### src/rtl/fsg_pkg.sv
// Shared constants and types for the frame sync generator.
// Assumes a 1-bit register address and an 8-bit write data bus.
package fsg_pkg;
    localparam int  WIDTH_BITS = 4;
    localparam int  MODE_LSB   = 4;
    localparam logic ADDR_SHAPE = 1'b0;
    localparam logic ADDR_WIDTH = 1'b1;

    typedef logic [WIDTH_BITS-1:0] width_t;

    // Shape selection: slow_var is written from bit MODE_LSB+1, fast_var from bit MODE_LSB.
    typedef struct packed {
        logic slow_var;
        logic fast_var;
    } shape_t;
endpackage

### src/rtl/fsg_regs.sv
// Configuration registers: shape field and pulse width.
// Assumes the writer holds wr_addr/wr_data valid with wr_en for one cycle.
module fsg_regs
    import fsg_pkg::*;
(
    input  logic       clk,
    input  logic       rst_n,
    input  logic       wr_en,
    input  logic       wr_addr,
    input  logic [7:0] wr_data,
    output shape_t     shape_o,
    output width_t     width_o
);
    // Load the addressed register; reset restores square waves and width 1.
    always_ff @(posedge clk) begin
        if (!rst_n) begin
            shape_o <= '0;
            width_o <= width_t'(1);
        end else if (wr_en) begin
            if (wr_addr == ADDR_SHAPE)
                shape_o <= shape_t'(wr_data[MODE_LSB+1:MODE_LSB]);
            else
                width_o <= wr_data[WIDTH_BITS-1:0];
        end
    end
endmodule

### src/rtl/fsg_divider.sv
// Two free-running phase counters: one over the fast period, one over the slow period.
// Assumes the slow period is an integer multiple (RATIO) of the fast period.
module fsg_divider #(
    parameter int FAST_PERIOD = 2430,
    parameter int RATIO       = 4,
    parameter int PW          = $clog2(FAST_PERIOD*RATIO)
) (
    input  logic          clk,
    input  logic          rst_n,
    output logic [PW-1:0] fast_pos_o,
    output logic [PW-1:0] slow_pos_o,
    output logic          fast_start_o,
    output logic          slow_start_o
);
    localparam int SLOW_PERIOD = FAST_PERIOD * RATIO;

    // Fast phase counter, wraps every FAST_PERIOD cycles.
    always_ff @(posedge clk) begin
        if (!rst_n)                                fast_pos_o <= '0;
        else if (fast_pos_o == PW'(FAST_PERIOD-1)) fast_pos_o <= '0;
        else                                       fast_pos_o <= fast_pos_o + 1'b1;
    end

    // Slow phase counter, wraps every SLOW_PERIOD cycles.
    always_ff @(posedge clk) begin
        if (!rst_n)                                slow_pos_o <= '0;
        else if (slow_pos_o == PW'(SLOW_PERIOD-1)) slow_pos_o <= '0;
        else                                       slow_pos_o <= slow_pos_o + 1'b1;
    end

    // Period start flags for the shapers.
    always_comb begin
        fast_start_o = (fast_pos_o == '0);
        slow_start_o = (slow_pos_o == '0);
    end

    // Slow period start must coincide with a fast period start.
    assert_slow_aligned_R2: assert property (@(posedge clk) disable iff (!rst_n)
        slow_start_o |-> fast_start_o);

    // Both counters stay inside their periods.
    assert_pos_range_R2: assert property (@(posedge clk) disable iff (!rst_n)
        (fast_pos_o < PW'(FAST_PERIOD)) && (slow_pos_o < PW'(SLOW_PERIOD)));
endmodule

### src/rtl/fsg_shaper.sv
// Turns a phase count into one sync output: square wave or narrow pulse.
// Assumes pos counts 0..PERIOD-1 and start is high exactly when pos is 0.
// Shape and width are captured at period start so a period is never cut short.
module fsg_shaper
    import fsg_pkg::*;
#(
    parameter int PERIOD = 2430,
    parameter int PW     = $clog2(PERIOD)
) (
    input  logic          clk,
    input  logic          rst_n,
    input  logic [PW-1:0] pos_i,
    input  logic          start_i,
    input  logic          var_req_i,
    input  width_t        width_req_i,
    output logic          pulse_o
);
    localparam int LW = (PW > WIDTH_BITS) ? PW : WIDTH_BITS;

    logic   act_var;
    width_t act_w;
    logic   eff_var;
    width_t eff_w;
    logic [LW-1:0] high_len;

    // Pick the requested setting at period start, otherwise the captured one.
    always_comb begin
        eff_var = start_i ? var_req_i   : act_var;
        eff_w   = start_i ? width_req_i : act_w;
        if (eff_w == '0) eff_w = width_t'(1);
        high_len = eff_var ? LW'(eff_w) : LW'(PERIOD / 2);
    end

    // Capture the setting used for the rest of the period.
    always_ff @(posedge clk) begin
        if (!rst_n) begin
            act_var <= 1'b0;
            act_w   <= width_t'(1);
        end else if (start_i) begin
            act_var <= var_req_i;
            act_w   <= width_req_i;
        end
    end

    // Registered output: high while the phase is below the high length.
    always_ff @(posedge clk) begin
        if (!rst_n) pulse_o <= 1'b0;
        else        pulse_o <= (LW'(pos_i) < high_len);
    end

    // Captured setting may only change at a period start.
    assert_cfg_hold_R8: assert property (@(posedge clk) disable iff (!rst_n)
        !start_i |=> ($stable(act_var) && $stable(act_w)));

    // The output only rises on the edge that starts a period.
    assert_rise_at_start_R2: assert property (@(posedge clk) disable iff (!rst_n)
        $rose(pulse_o) |-> $past(start_i));
endmodule

### src/rtl/frame_sync_gen.sv
// Frame sync generator top: registers, divider and one shaper per output.
// Assumes FAST_PERIOD is at least 2 and larger than the widest pulse (15).
module frame_sync_gen
    import fsg_pkg::*;
#(
    parameter int FAST_PERIOD = 2430,
    parameter int RATIO       = 4
) (
    input  logic       clk,
    input  logic       rst_n,
    input  logic       wr_en,
    input  logic       wr_addr,
    input  logic [7:0] wr_data,
    output logic       sync_fast_o,
    output logic       sync_slow_o
);
    localparam int SLOW_PERIOD = FAST_PERIOD * RATIO;
    localparam int PW          = $clog2(SLOW_PERIOD);

    shape_t        shape;
    width_t        width;
    logic [PW-1:0] pos_a   [2];
    logic          start_a [2];
    logic          var_a   [2];
    logic          pulse_a [2];

    fsg_regs u_regs (
        .clk     (clk),
        .rst_n   (rst_n),
        .wr_en   (wr_en),
        .wr_addr (wr_addr),
        .wr_data (wr_data),
        .shape_o (shape),
        .width_o (width)
    );

    fsg_divider #(.FAST_PERIOD(FAST_PERIOD), .RATIO(RATIO), .PW(PW)) u_div (
        .clk          (clk),
        .rst_n        (rst_n),
        .fast_pos_o   (pos_a[0]),
        .slow_pos_o   (pos_a[1]),
        .fast_start_o (start_a[0]),
        .slow_start_o (start_a[1])
    );

    // Route the shape bit belonging to each output.
    always_comb begin
        var_a[0] = shape.fast_var;
        var_a[1] = shape.slow_var;
    end

    // One shaper per output; index 0 is fast, index 1 is slow.
    for (genvar i = 0; i < 2; i++) begin : g_out
        localparam int PER = (i == 0) ? FAST_PERIOD : SLOW_PERIOD;
        fsg_shaper #(.PERIOD(PER), .PW(PW)) u_shp (
            .clk         (clk),
            .rst_n       (rst_n),
            .pos_i       (pos_a[i]),
            .start_i     (start_a[i]),
            .var_req_i   (var_a[i]),
            .width_req_i (width),
            .pulse_o     (pulse_a[i])
        );
    end

    // Drive the output ports.
    always_comb begin
        sync_fast_o = pulse_a[0];
        sync_slow_o = pulse_a[1];
    end

    // Reset forces both outputs low on the following cycle.
    assert_reset_clear_R1: assert property (@(posedge clk)
        !rst_n |=> (!sync_fast_o && !sync_slow_o));

    // A slow rise is always accompanied by the fast output being high.
    assert_phase_lock_R2: assert property (@(posedge clk) disable iff (!rst_n)
        $rose(sync_slow_o) |-> sync_fast_o);
endmodule

### config.mk
export PLATFORM = sky130hd
export DESIGN_NAME = frame_sync_gen
export DESIGN_NICKNAME = d
export VERILOG_FILES = /design/src/rtl/fsg_pkg.sv /design/src/rtl/fsg_regs.sv /design/src/rtl/fsg_divider.sv /design/src/rtl/fsg_shaper.sv /design/src/rtl/frame_sync_gen.sv
export SDC_FILE = /design/constraint.sdc
export NUM_CORES = 1
export LEC_CHECK = 0
export BUFFER_PORTS_ARGS = -buffer_cell sky130_fd_sc_hd__buf_2
export CORE_MARGIN = 1.5
export CORE_UTILIZATION = 60
export CTS_CLUSTER_SIZE = 40
export DETAILED_ROUTE_END_ITERATION = 8
export GPL_ROUTABILITY_DRIVEN = 0
export MAX_ROUTING_LAYER = met4
export PLACE_DENSITY = 0.88
export SLEW_MARGIN = 0
export SYNTH_ARGS = -nofsm -noshare
export SYNTH_HDL_FRONTEND = slang
export SYNTH_SLANG_ARGS = --single-unit
### constraint.sdc
create_clock -name clk -period 4.1 [get_ports clk]
set_input_delay 0.205 -clock clk [delete_from_list [all_inputs] [get_ports clk]]
set_output_delay 0.205 -clock clk [all_outputs]
set_load 0.01 [all_outputs]
==> parameters.txt <==
Parameter                              Value

Synth
  Post-Syn Area    around 2500 sq um
  Post-synthesis instance total    around 290
  Most used flip-flop cell after synthesis    dfxtp_1
  Register area share after synthesis    a little under two fifths
  Cell type with the largest total area after synthesis    dfxtp_1
  Top post-synthesis cells by count    dfxtp_1 (46), nor2_1 (43), ha_1 (21)
  Ranking of synthesized cells by area    dfxtp_1 (37%), ha_1 (10%), nor2_1 (6.4%), mux2i_1 (4.8%), xor2_1 (4.2%)
  Number of distinct standard cells referenced by the synthesized netlist    43
  Synth Area per Inst    approximately 9 sq um
  Synth async-reset ratio    0%
  Share of the synthesized area in the top cell type    between 30% and 40%
  FF+latch count, synth    46
  Count of warnings emitted by yosys    0
  Most instantiated library cell after synthesis    dfxtp_1
  Total nets after synthesis    around 320
  Number of synthesized flops with an enable pin    0

Clock network
  Cells resized by post-CTS repair    0
  Reg clk slew, reported paths    ~0.090 ns
  Clock tree from TritonCTS    yes
  Setup Buffers After CTS    0
  Worst skew pair latency    about 0.31 ns
  Maximum count of clock buffers along a single path    2
  Number of levels in the clock H-tree    2
  Root Driver    clkbuf_8
  Number of buffers created by CTS    5
  Number of hold buffers added after CTS    0
  Number of sinks handled by clock tree synthesis    46

Global route
  Wire length of the first global-routing pass    between 8 and 9 mm
  Remaining global-route overflow    0
  Number of antenna violations at the first check in global routing    0
  GRT Resource Usage Total    about a quarter
  Pin count of the biggest net entering global routing    15
  Number of global-route vias before repair    ~1900

Critical path
  Critical path capture point type    register
  Buf/Inv on CP    1
  Setup crit start kind    register
  Cell type of the slowest stage on the worst timing path    nor4_1
  Crit path arrival time    between 3 and 4 ns
  Max incr delay on CP    around 0.55 ns
  Ordered list of cells on the worst path    nor4_1 > nand4_1 > buf_4 > mux2_2 > ha_1 > a211o_1 > a2111o_1 > a2111oi_2 > o221a_1
  Crit-path leading delay family    compound AO/OA/AOI/OAI gates
  Maximum fanout encountered on the critical timing path    12
  Category of the most critical setup path    register to register
  Data required, critical path    ~4.4 ns

Cells and area
  Finished layout cell area    2700 sq um
  Net count reported at finish    around 330
  Antenna cell count    0
  Multi-input logic area    about 1500 sq um
  Fill cells    ~300
  Area taken by flip-flops and latches    921 sq um
  Layout Area Growth over Synthesis    7.79%
  Share of layout cells above drive strength 1    under 10%

Floorplan
  Top-Level Pins    14
  FP Rows    23
  Die Height    between 60 and 70 um
  Chip Width    just under 70 um
  Area enclosed by the die boundary    roughly 4600 sq um
  Starting utilization of the core area    a little over three fifths
  Placeable Area    around 4000 sq um

Pwr
  Sw Ratio    ~25%
  Power density over the cells    336 nW/um^2
  Int Power    roughly 680 uW
  Worst voltage drop across the vdd grid    approximately 270 uV
  Clock share of power    roughly 37%
  Switching power    approximately 230 uW
  Combinational group share of total power    around a tenth
  Leak    between 1 and 1.5 nW
  Sequential group share of total power    a little over half

Timing
  Worst path setup slack after routing    between 0.6 and 0.7 ns
  Least-Margin Pin Slew    0.754 ns
  Fin Clk Skew    around 0.0087 ns
  Final Hold Fails    0
  FMAX    around 290 MHz
  Accumulated negative setup slack    0 ns
  Time the final worst path needs with I/O delays and setup    ~3.5 ns
  Final setup viols    0
  Worst slew margin relative to its limit    49.2%
  Post-Route Hold Slack    roughly 0.13 ns
  Final count of pins violating max slew    0
  Post-route fraction of the period consumed by the critical path    a little over four fifths
  Setup repair after global routing missed its margin    no

Placement
  Pre-CTS worst setup slack    roughly 0.76 ns
  Dpl cell area    ~2600 sq um
  Sum of net half-perimeters after detailed placement    ~3.6 mm
  Count of buffers inserted at the top-level ports    11

Hold path
  Worst hold-check path type    primary input to register

Detailed routing
  Total number of vias    about 2100
  Total detailed-routing wirelength    about 5.2 mm
  Residual DRC    0
  Count of antenna-violating nets left after detailed routing    0
  Routed length per instance    between 15 and 20 um
  Vias per std cell    6.10
  Pre-Repair DR Iteration Count    4
  DRC marker count from the first detailed-route iteration    ~100

Status
  Run status    finished, final reports clean

Job
  Max Cap Violations    0
routing by layer:
metal  routed length, um  global-route usage, %
met1                2320                   29.8
met2                2480                   40.7
met3                 258                   6.17
met4                 176                   13.3
met5                   0                      -
sequential cells by signal, summed over array words and instances, names as in the netlist:
register and cells:
g_out.u_shp.act_var 2, g_out.u_shp.act_w 8, g_out.u_shp.pulse_o 2, u_div.fast_pos_o 14, u_div.slow_pos_o 14, u_regs.shape_o 2, u_regs.width_o 4
tightest hold or removal path, stage by stage:
cell and delay [ns]:
buf_2 0.07, nand3_1 0.05, nand3_1 0.07
cell usage in the layout, fill, tap and decap left out, types with 10 or more instances in the layout:
cell and n:
nand3_1 14, nor3_1 10, buf_2 11, nand4_1 14, ha_1 21, mux2i_1 12, nand2_1 17, dfxtp_1 46
xor2_1 12, nor2_1 43, xnor2_1 11
through the flow:
stage          cells  util [%]  power (mW)
6_report         346      67.5       0.906
5_1_grt          346      67.5       0.940
4_1_cts          346      67.5       0.906
3_5_place_dp     338      64.8       0.574
3_3_place_gp     338      64.8       0.570
2_1_floorplan    286         -       0.548
power by group through the flow:
stage	Combinational [mW]	Sequential [mW]	Clock, mW
floorplan	0.0680	0.480	0
global placement	0.0859	0.484	0
detailed placement	0.0890	0.485	0
CTS	0.0916	0.475	0.339
global route	0.102	0.477	0.361
finish	0.0927	0.475	0.339
final timing paths:
check	from	to	slack, ns	cells past startpoint
setup / recovery	u_div.slow_pos_o[8]$_SDFF_PP0_	g_out[1].u_shp.pulse_o$_SDFF_PN0_	0.62	9
hold / removal	wr_data[0]	u_regs.width_o[0]$_SDFFE_PN1P_	0.13	3
setup reg to reg	u_div.slow_pos_o[8]$_SDFF_PP0_	g_out[1].u_shp.pulse_o$_SDFF_PN0_	0.62	9
hold reg to reg	g_out[0].u_shp.act_w[0]$_SDFF_PN1_	g_out[0].u_shp.act_w[0]$_SDFF_PN1_	0.48	2
final cells by class:
class	count	share of cell area [%]
Tap cell	50	2.32
Clock buffer	5	2.55
Clock inverter	3	1.48
Sequential cell	46	34.1
Timing Repair Buffer	14	2.87
Inverter	8	1.11
Multi-Input combinational cell	220	55.6
cell families (layout without fill, tap and decap cells):
kind of cell,Yosys count,in the layout,synth area share [%]
flops,46,46,36.7
simple gates,133,133,27.5
fa+ha+maj,21,21,10.5
xor+xnor,23,23,8.04
compound gates,29,29,8.19
buf+inv,20,30,3.34
mux,14,14,5.69
No activity file was read; power rests on OpenSTA's default activity.
